--- src/rtl/pwm_gate_pkg.sv ---
package pwm_gate_pkg;

    localparam int RAMP_W_DEF  = 8;
    localparam int DIV_W_DEF   = 16;
    localparam int PHASES_DEF  = 3;

    typedef enum logic {
        DRV_LOW_CHOP = 1'b0,
        DRV_HALF_BR  = 1'b1
    } drive_mode_e;

    typedef struct packed {
        logic high;
        logic float_n;
    } phase_cmd_t;

    typedef struct packed {
        logic hs;
        logic ls;
        logic hb_in;
        logic hb_sd_n;
    } gate_out_t;

    localparam gate_out_t GATE_SAFE = '{hs: 1'b0, ls: 1'b0, hb_in: 1'b0, hb_sd_n: 1'b0};

    // Raise a word to a floor value when the clamp is enabled.
    function automatic logic [RAMP_W_DEF-1:0] floor_word(
        input logic [RAMP_W_DEF-1:0] w,
        input logic [RAMP_W_DEF-1:0] floor_val,
        input logic                  en
    );
        if (en && (w < floor_val)) return floor_val;
        return w;
    endfunction

    // Gate mapping for one phase, given the current PWM level.
    function automatic gate_out_t map_phase(
        input drive_mode_e m,
        input phase_cmd_t  c,
        input logic        pwm
    );
        gate_out_t g;
        g = GATE_SAFE;
        if (m == DRV_LOW_CHOP) begin
            g.hs = c.high & c.float_n;
            g.ls = ~c.high & c.float_n & pwm;
        end else begin
            g.hb_in   = c.high ? pwm : ~pwm;
            g.hb_sd_n = c.float_n;
        end
        return g;
    endfunction

endpackage

--- src/rtl/pwm_prescaler.sv ---
module pwm_prescaler #(
    parameter int DIV_W = 16
) (
    input  logic             clk,
    input  logic             rst,
    input  logic [DIV_W-1:0] div,
    output logic             tick
);
    logic [DIV_W-1:0] cnt;
    logic [DIV_W-1:0] limit;

    always_comb begin
        limit = (div == '0) ? '0 : div - 1'b1;
        tick  = (cnt >= limit);
    end

    always_ff @(posedge clk) begin
        if (rst)       cnt <= '0;
        else if (tick) cnt <= '0;
        else           cnt <= cnt + 1'b1;
    end
endmodule

--- src/rtl/pwm_ramp.sv ---
module pwm_ramp
    import pwm_gate_pkg::*;
#(
    parameter int RAMP_W = 8
) (
    input  logic              clk,
    input  logic              rst,
    input  logic              tick,
    input  logic [RAMP_W-1:0] word_req,
    input  drive_mode_e       mode,
    output logic              pwm,
    output logic              wrap,
    output logic [RAMP_W-1:0] ramp,
    output logic [RAMP_W-1:0] active_word
);
    localparam logic [RAMP_W-1:0] RAMP_MAX = '1;
    localparam logic [RAMP_W-1:0] HALF_MIN = RAMP_W'((1 << (RAMP_W - 1)) + 1);

    logic [RAMP_W-1:0] next_word;

    always_comb begin
        wrap = tick && (ramp == RAMP_MAX);
        if (word_req < HALF_MIN && mode == DRV_HALF_BR) next_word = HALF_MIN;
        else                                            next_word = word_req;
        pwm  = (active_word > ramp);
    end

    always_ff @(posedge clk) begin
        if (rst) begin
            ramp        <= '0;
            active_word <= '0;
        end else if (tick) begin
            ramp <= ramp + 1'b1;
            if (wrap) active_word <= next_word;
        end
    end
endmodule

--- src/rtl/phase_gate.sv ---
module phase_gate
    import pwm_gate_pkg::*;
(
    input  logic        clk,
    input  logic        rst,
    input  drive_mode_e mode,
    input  phase_cmd_t  cmd,
    input  logic        pwm,
    output gate_out_t   gate
);
    always_ff @(posedge clk) begin
        if (rst) gate <= GATE_SAFE;
        else     gate <= map_phase(mode, cmd, pwm);
    end
endmodule

--- src/rtl/phase_pwm_gater.sv ---
module phase_pwm_gater
    import pwm_gate_pkg::*;
#(
    parameter int NUM_PH = PHASES_DEF,
    parameter int RAMP_W = RAMP_W_DEF,
    parameter int DIV_W  = DIV_W_DEF
) (
    input  logic              clk,
    input  logic              rst,
    input  logic [RAMP_W-1:0] volt_word,
    input  logic [DIV_W-1:0]  prescale_div,
    input  logic              mode,
    input  logic [NUM_PH-1:0] ph_high,
    input  logic [NUM_PH-1:0] ph_float_n,
    output logic [NUM_PH-1:0] hs_en,
    output logic [NUM_PH-1:0] ls_en,
    output logic [NUM_PH-1:0] hb_in,
    output logic [NUM_PH-1:0] hb_sd_n
);
    drive_mode_e       mode_e;
    logic              tick;
    logic              pwm;
    logic              wrap;
    logic [RAMP_W-1:0] ramp;
    logic [RAMP_W-1:0] active_word;

    assign mode_e = drive_mode_e'(mode);

    pwm_prescaler #(.DIV_W(DIV_W)) u_pre (
        .clk (clk),
        .rst (rst),
        .div (prescale_div),
        .tick(tick)
    );

    pwm_ramp #(.RAMP_W(RAMP_W)) u_ramp (
        .clk        (clk),
        .rst        (rst),
        .tick       (tick),
        .word_req   (volt_word),
        .mode       (mode_e),
        .pwm        (pwm),
        .wrap       (wrap),
        .ramp       (ramp),
        .active_word(active_word)
    );

    for (genvar p = 0; p < NUM_PH; p++) begin : g_phase
        phase_cmd_t cmd;
        gate_out_t  gate;
        assign cmd.high    = ph_high[p];
        assign cmd.float_n = ph_float_n[p];

        phase_gate u_gate (
            .clk (clk),
            .rst (rst),
            .mode(mode_e),
            .cmd (cmd),
            .pwm (pwm),
            .gate(gate)
        );

        assign hs_en[p]   = gate.hs;
        assign ls_en[p]   = gate.ls;
        assign hb_in[p]   = gate.hb_in;
        assign hb_sd_n[p] = gate.hb_sd_n;
    end
endmodule

--- config.mk ---
export PLATFORM = sky130hd
export DESIGN_NAME = phase_pwm_gater
export DESIGN_NICKNAME = d
export VERILOG_FILES = /design/src/rtl/pwm_gate_pkg.sv /design/src/rtl/pwm_prescaler.sv /design/src/rtl/pwm_ramp.sv /design/src/rtl/phase_gate.sv /design/src/rtl/phase_pwm_gater.sv
export SDC_FILE = /design/constraint.sdc
export NUM_CORES = 1
export LEC_CHECK = 0
export BUFFER_PORTS_ARGS = -buffer_cell sky130_fd_sc_hd__buf_2
export CORE_ASPECT_RATIO = 1.5
export CORE_MARGIN = 5
export CORE_UTILIZATION = 25
export CTS_CLUSTER_DIAMETER = 150
export DETAILED_ROUTE_END_ITERATION = 6
export SLEW_MARGIN = 20
export SYNTH_ARGS = -nofsm -noshare
export SYNTH_HDL_FRONTEND = slang
export SYNTH_SLANG_ARGS = --single-unit
export TNS_END_PERCENT = 5
--- constraint.sdc ---
create_clock -name clk -period 4.25 [get_ports clk]
set_clock_uncertainty 0.15 [all_clocks]
set_input_delay 0.6375 -clock clk [delete_from_list [all_inputs] [get_ports clk]]
set_output_delay 0.6375 -clock clk [all_outputs]
set_load 0.02 [all_outputs]
==> results.tsv <==
metric	value	unit
gp weighted congestion	0.779	
area overhead of the layout relative to synthesis	23.9	%
Avg Vias per Cell	4.52	
starting utilization of the core area	25.2	%
worst hold-check path type	flip-flop to flip-flop	
hold_ws	0.329	ns
number of antenna-violating nets in the routed design	0	
Post-route DRC	0	
final critical-path share of the clock period	93.9	%
final max-slew violation count	0	
Detail Route met3 WL	269	um
peak clock frequency supported by timing	251	MHz
cell depth of the worst setup path	16	
clock latency of the later-clocked register in the worst-skew pair	0.28	ns
Root Buffer Master	sky130_fd_sc_hd__clkbuf_16	
Worst path max stage delay	0.55	ns
total half-perimeter wirelength after legalization and detailed placement	4750	um
Final Total Pwr	883	uW
total via count in the routed design	2332	
number of clock sinks	44	
RSZ-0062 raised after global routing	false	
flip-flop and latch count after synthesis	44	
Die Area	0.0133	mm2
filler instances	1199	
post-layout net count	430	
largest net degree at the start of global routing	25	
series of cell instances along the critical path	buf_2, or4_4, nor4_4, buf_4, nand2_1, or2_1, nor3b_1, a21oi_1, ha_1, nand4_2, nor3_2, or4b_4, a31oi_4, buf_12, nor4b_1, nor3_1	
master of the slowest instance on the critical path	sky130_fd_sc_hd__or4_4	
maximum VDD drop	0.152	mV
number of warnings reported in the yosys synthesis log	0	
leading cell types in the layout, fill and taps excluded	sky130_fd_sc_hd__dfxtp_1, sky130_fd_sc_hd__buf_2, sky130_fd_sc_hd__nor2_1	
highest net fanout along the worst path	19	
cells taking the most area after synthesis	sky130_fd_sc_hd__dfxtp_1, sky130_fd_sc_hd__ha_1, sky130_fd_sc_hd__xor2_1, sky130_fd_sc_hd__nor2_1, sky130_fd_sc_hd__xnor2_1	
Vert. Die Dim	139	um
Critical Path Sink Type	flip-flop	
clk slew on worst S/H paths	0.06	ns
Setup crit start kind	primary input	
family of cells with the greatest summed delay on the critical path	simple AND/OR/NAND/NOR gates	
std cell rows	47	
number of antenna cells inserted	0	
pin slew with the least headroom to its limit	0.600	ns
via count of the first global-routing pass	2337	
number of flops mapped to enable cells by yosys	0	
Ports	45	
fraction of synthesis flops using an asynchronous set or reset pin	0	%
H-tree levels	2	
width of the chip	95.8	um
Port Buffers	44	
Global Route Usage Sum	9.26	%
count of routing violations after the opening detailed-route iteration	50	
share of the yosys chip area belonging to registers	31.9	%
post-CTS setup buffer count	0	
CP Data Required Time	4.25	ns
TritonCTS clock tree	built	
fraction of layout cells with a size suffix above 1	22.8	%
setup-violating endpoint count in the final report	0	
cell depth of the worst flop-to-flop path	10	
average detailed-routed wire length per instance	11.3	um
Synth Instances	308	
synthesized area per cell	8.96	um2
Detail Route met2 WL	2990	um
core area	0.0109	mm2
summed negative setup slack over all endpoints	0	ns
final number of hold-violating endpoints	0	
Num CTS Buffers	5	
area of the mapped netlist	0.00276	mm2
routed length on met1	2460	um
outcome	finished, final reports clean	
crit path time final	3.99	ns
total routed wirelength	5830	um
fraction of post-synthesis cell area in the top cell type by area	31.9	%
Crit path arrival time	3.99	ns
WS Path Type	primary input to flip-flop	
leading area contributor after synthesis	sky130_fd_sc_hd__dfxtp_1	
total power density per cell area	258	mW/mm2
top layer used by detailed routing	met4	
total global routing overflow	0	
count of maximum capacitance violations	0	
global-route wire length before repair	10100	um
initial antenna violation count	0	
Max-Slew Margin vs Limit	59.6	%
maximum buffer depth of the clock tree	2	
detailed-router iteration count before antenna repair	4	
WP buf/inv	3	
post-synthesis net count	369	
ys flop type	sky130_fd_sc_hd__dfxtp_1	
LEAKAGE	1.58	nW
synth unique cells	58	
worst hold path depth	1	
[final timing paths]
check / start / slack [ns] / end
setup / recovery: prescale_div[5] / 0.26 / u_ramp.active_word[0]
setup reg to reg: u_pre.cnt[0] / 1.65 / u_ramp.active_word[0]
hold / removal: u_pre.cnt[0] / 0.33 / u_pre.cnt[0]
hold reg to reg: u_pre.cnt[0] / 0.33 / u_pre.cnt[0]
[state kept, by name, indices dropped and copies added, names as in the netlist]
register	count
g_phase.u_gate.gate	12
u_pre.cnt	16
u_ramp.active_word	8
u_ramp.ramp	8
[layer usage]
metal,up-vias,track usage (%)
li1,1209,-
met1,1073,10.3
met2,43,16.9
met3,7,1.79
met4,0,3.30
met5,-,0
[per-stage QoR]
step                utilization [%]  cell area (um2)  instances  setup WS (ns)
floorplan                         -             2760        308         0.0735
global placement               29.8             3260        509       -0.00948
detailed placement             29.8             3260        509         -0.139
CTS                            31.1             3400        516          0.161
global route                   31.3             3420        516         0.0365
finish                         31.3             3420        516          0.259
[synthesized netlist by cell type, types with 2 or more instances]
cell type / number
sky130_fd_sc_hd__dfxtp_1: 44
sky130_fd_sc_hd__nor2_1: 37
sky130_fd_sc_hd__ha_1: 28
sky130_fd_sc_hd__nand2_1: 27
sky130_fd_sc_hd__xor2_1: 16
sky130_fd_sc_hd__inv_1: 13
sky130_fd_sc_hd__xnor2_1: 12
sky130_fd_sc_hd__a21oi_1: 9
sky130_fd_sc_hd__and3_1: 8
sky130_fd_sc_hd__nand3_1: 7
sky130_fd_sc_hd__nand4_1: 7
sky130_fd_sc_hd__nor3_1: 7
sky130_fd_sc_hd__a21boi_1: 6
sky130_fd_sc_hd__and4b_1: 6
sky130_fd_sc_hd__nor4b_1: 6
sky130_fd_sc_hd__o21ba_1: 6
sky130_fd_sc_hd__and2_1: 4
sky130_fd_sc_hd__mux2i_1: 4
sky130_fd_sc_hd__nand2b_1: 4
sky130_fd_sc_hd__a21o_1: 3
sky130_fd_sc_hd__a311oi_1: 3
sky130_fd_sc_hd__a41o_1: 3
sky130_fd_sc_hd__clkbuf_1: 3
sky130_fd_sc_hd__nor2b_1: 3
sky130_fd_sc_hd__nor4_1: 3
sky130_fd_sc_hd__buf_4: 2
sky130_fd_sc_hd__nor3b_1: 2
sky130_fd_sc_hd__o21a_1: 2
sky130_fd_sc_hd__o21bai_1: 2
sky130_fd_sc_hd__or2_1: 2
sky130_fd_sc_hd__or3_1: 2
[timing repair]
action / in CTS / in global routing
hold buffers: 0 / 0
resized for setup: 0 / 3
setup endpoints to repair: 0 / 8
[power breakdown]
| group | switching, mW | internal [mW] | leakage (nW) |
|---|---|---|---|
| registers | 0.00402 | 0.418 | 0.356 |
| clock network | 0.151 | 0.213 | 0.0657 |
| logic | 0.0494 | 0.0473 | 1.16 |
[area by class of cell]
cell class | instances | area [um2] | area share (%)
sequential | 44 | 881 | 25.8
clock inverter | 2 | 12.5 | 0.366
timing repair buffer | 62 | 380 | 11.1
inverter | 15 | 56.3 | 1.65
clock buffer | 5 | 125 | 3.66
tap | 147 | 184 | 5.38
multi-input combinational | 241 | 1780 | 52.0
[kinds of logic after synthesis]
family | Yosys count | share of synthesized area, %
and+or+nand+nor | 135 | 27.1
AOI/OAI and AO/OA | 44 | 12.8
adders and majority gates | 28 | 12.7
buffers and inverters | 23 | 4.26
DFF | 44 | 31.9
muxes | 6 | 2.27
xor gates and xnor gates | 28 | 8.89
Power figures use the tool's default switching activity.
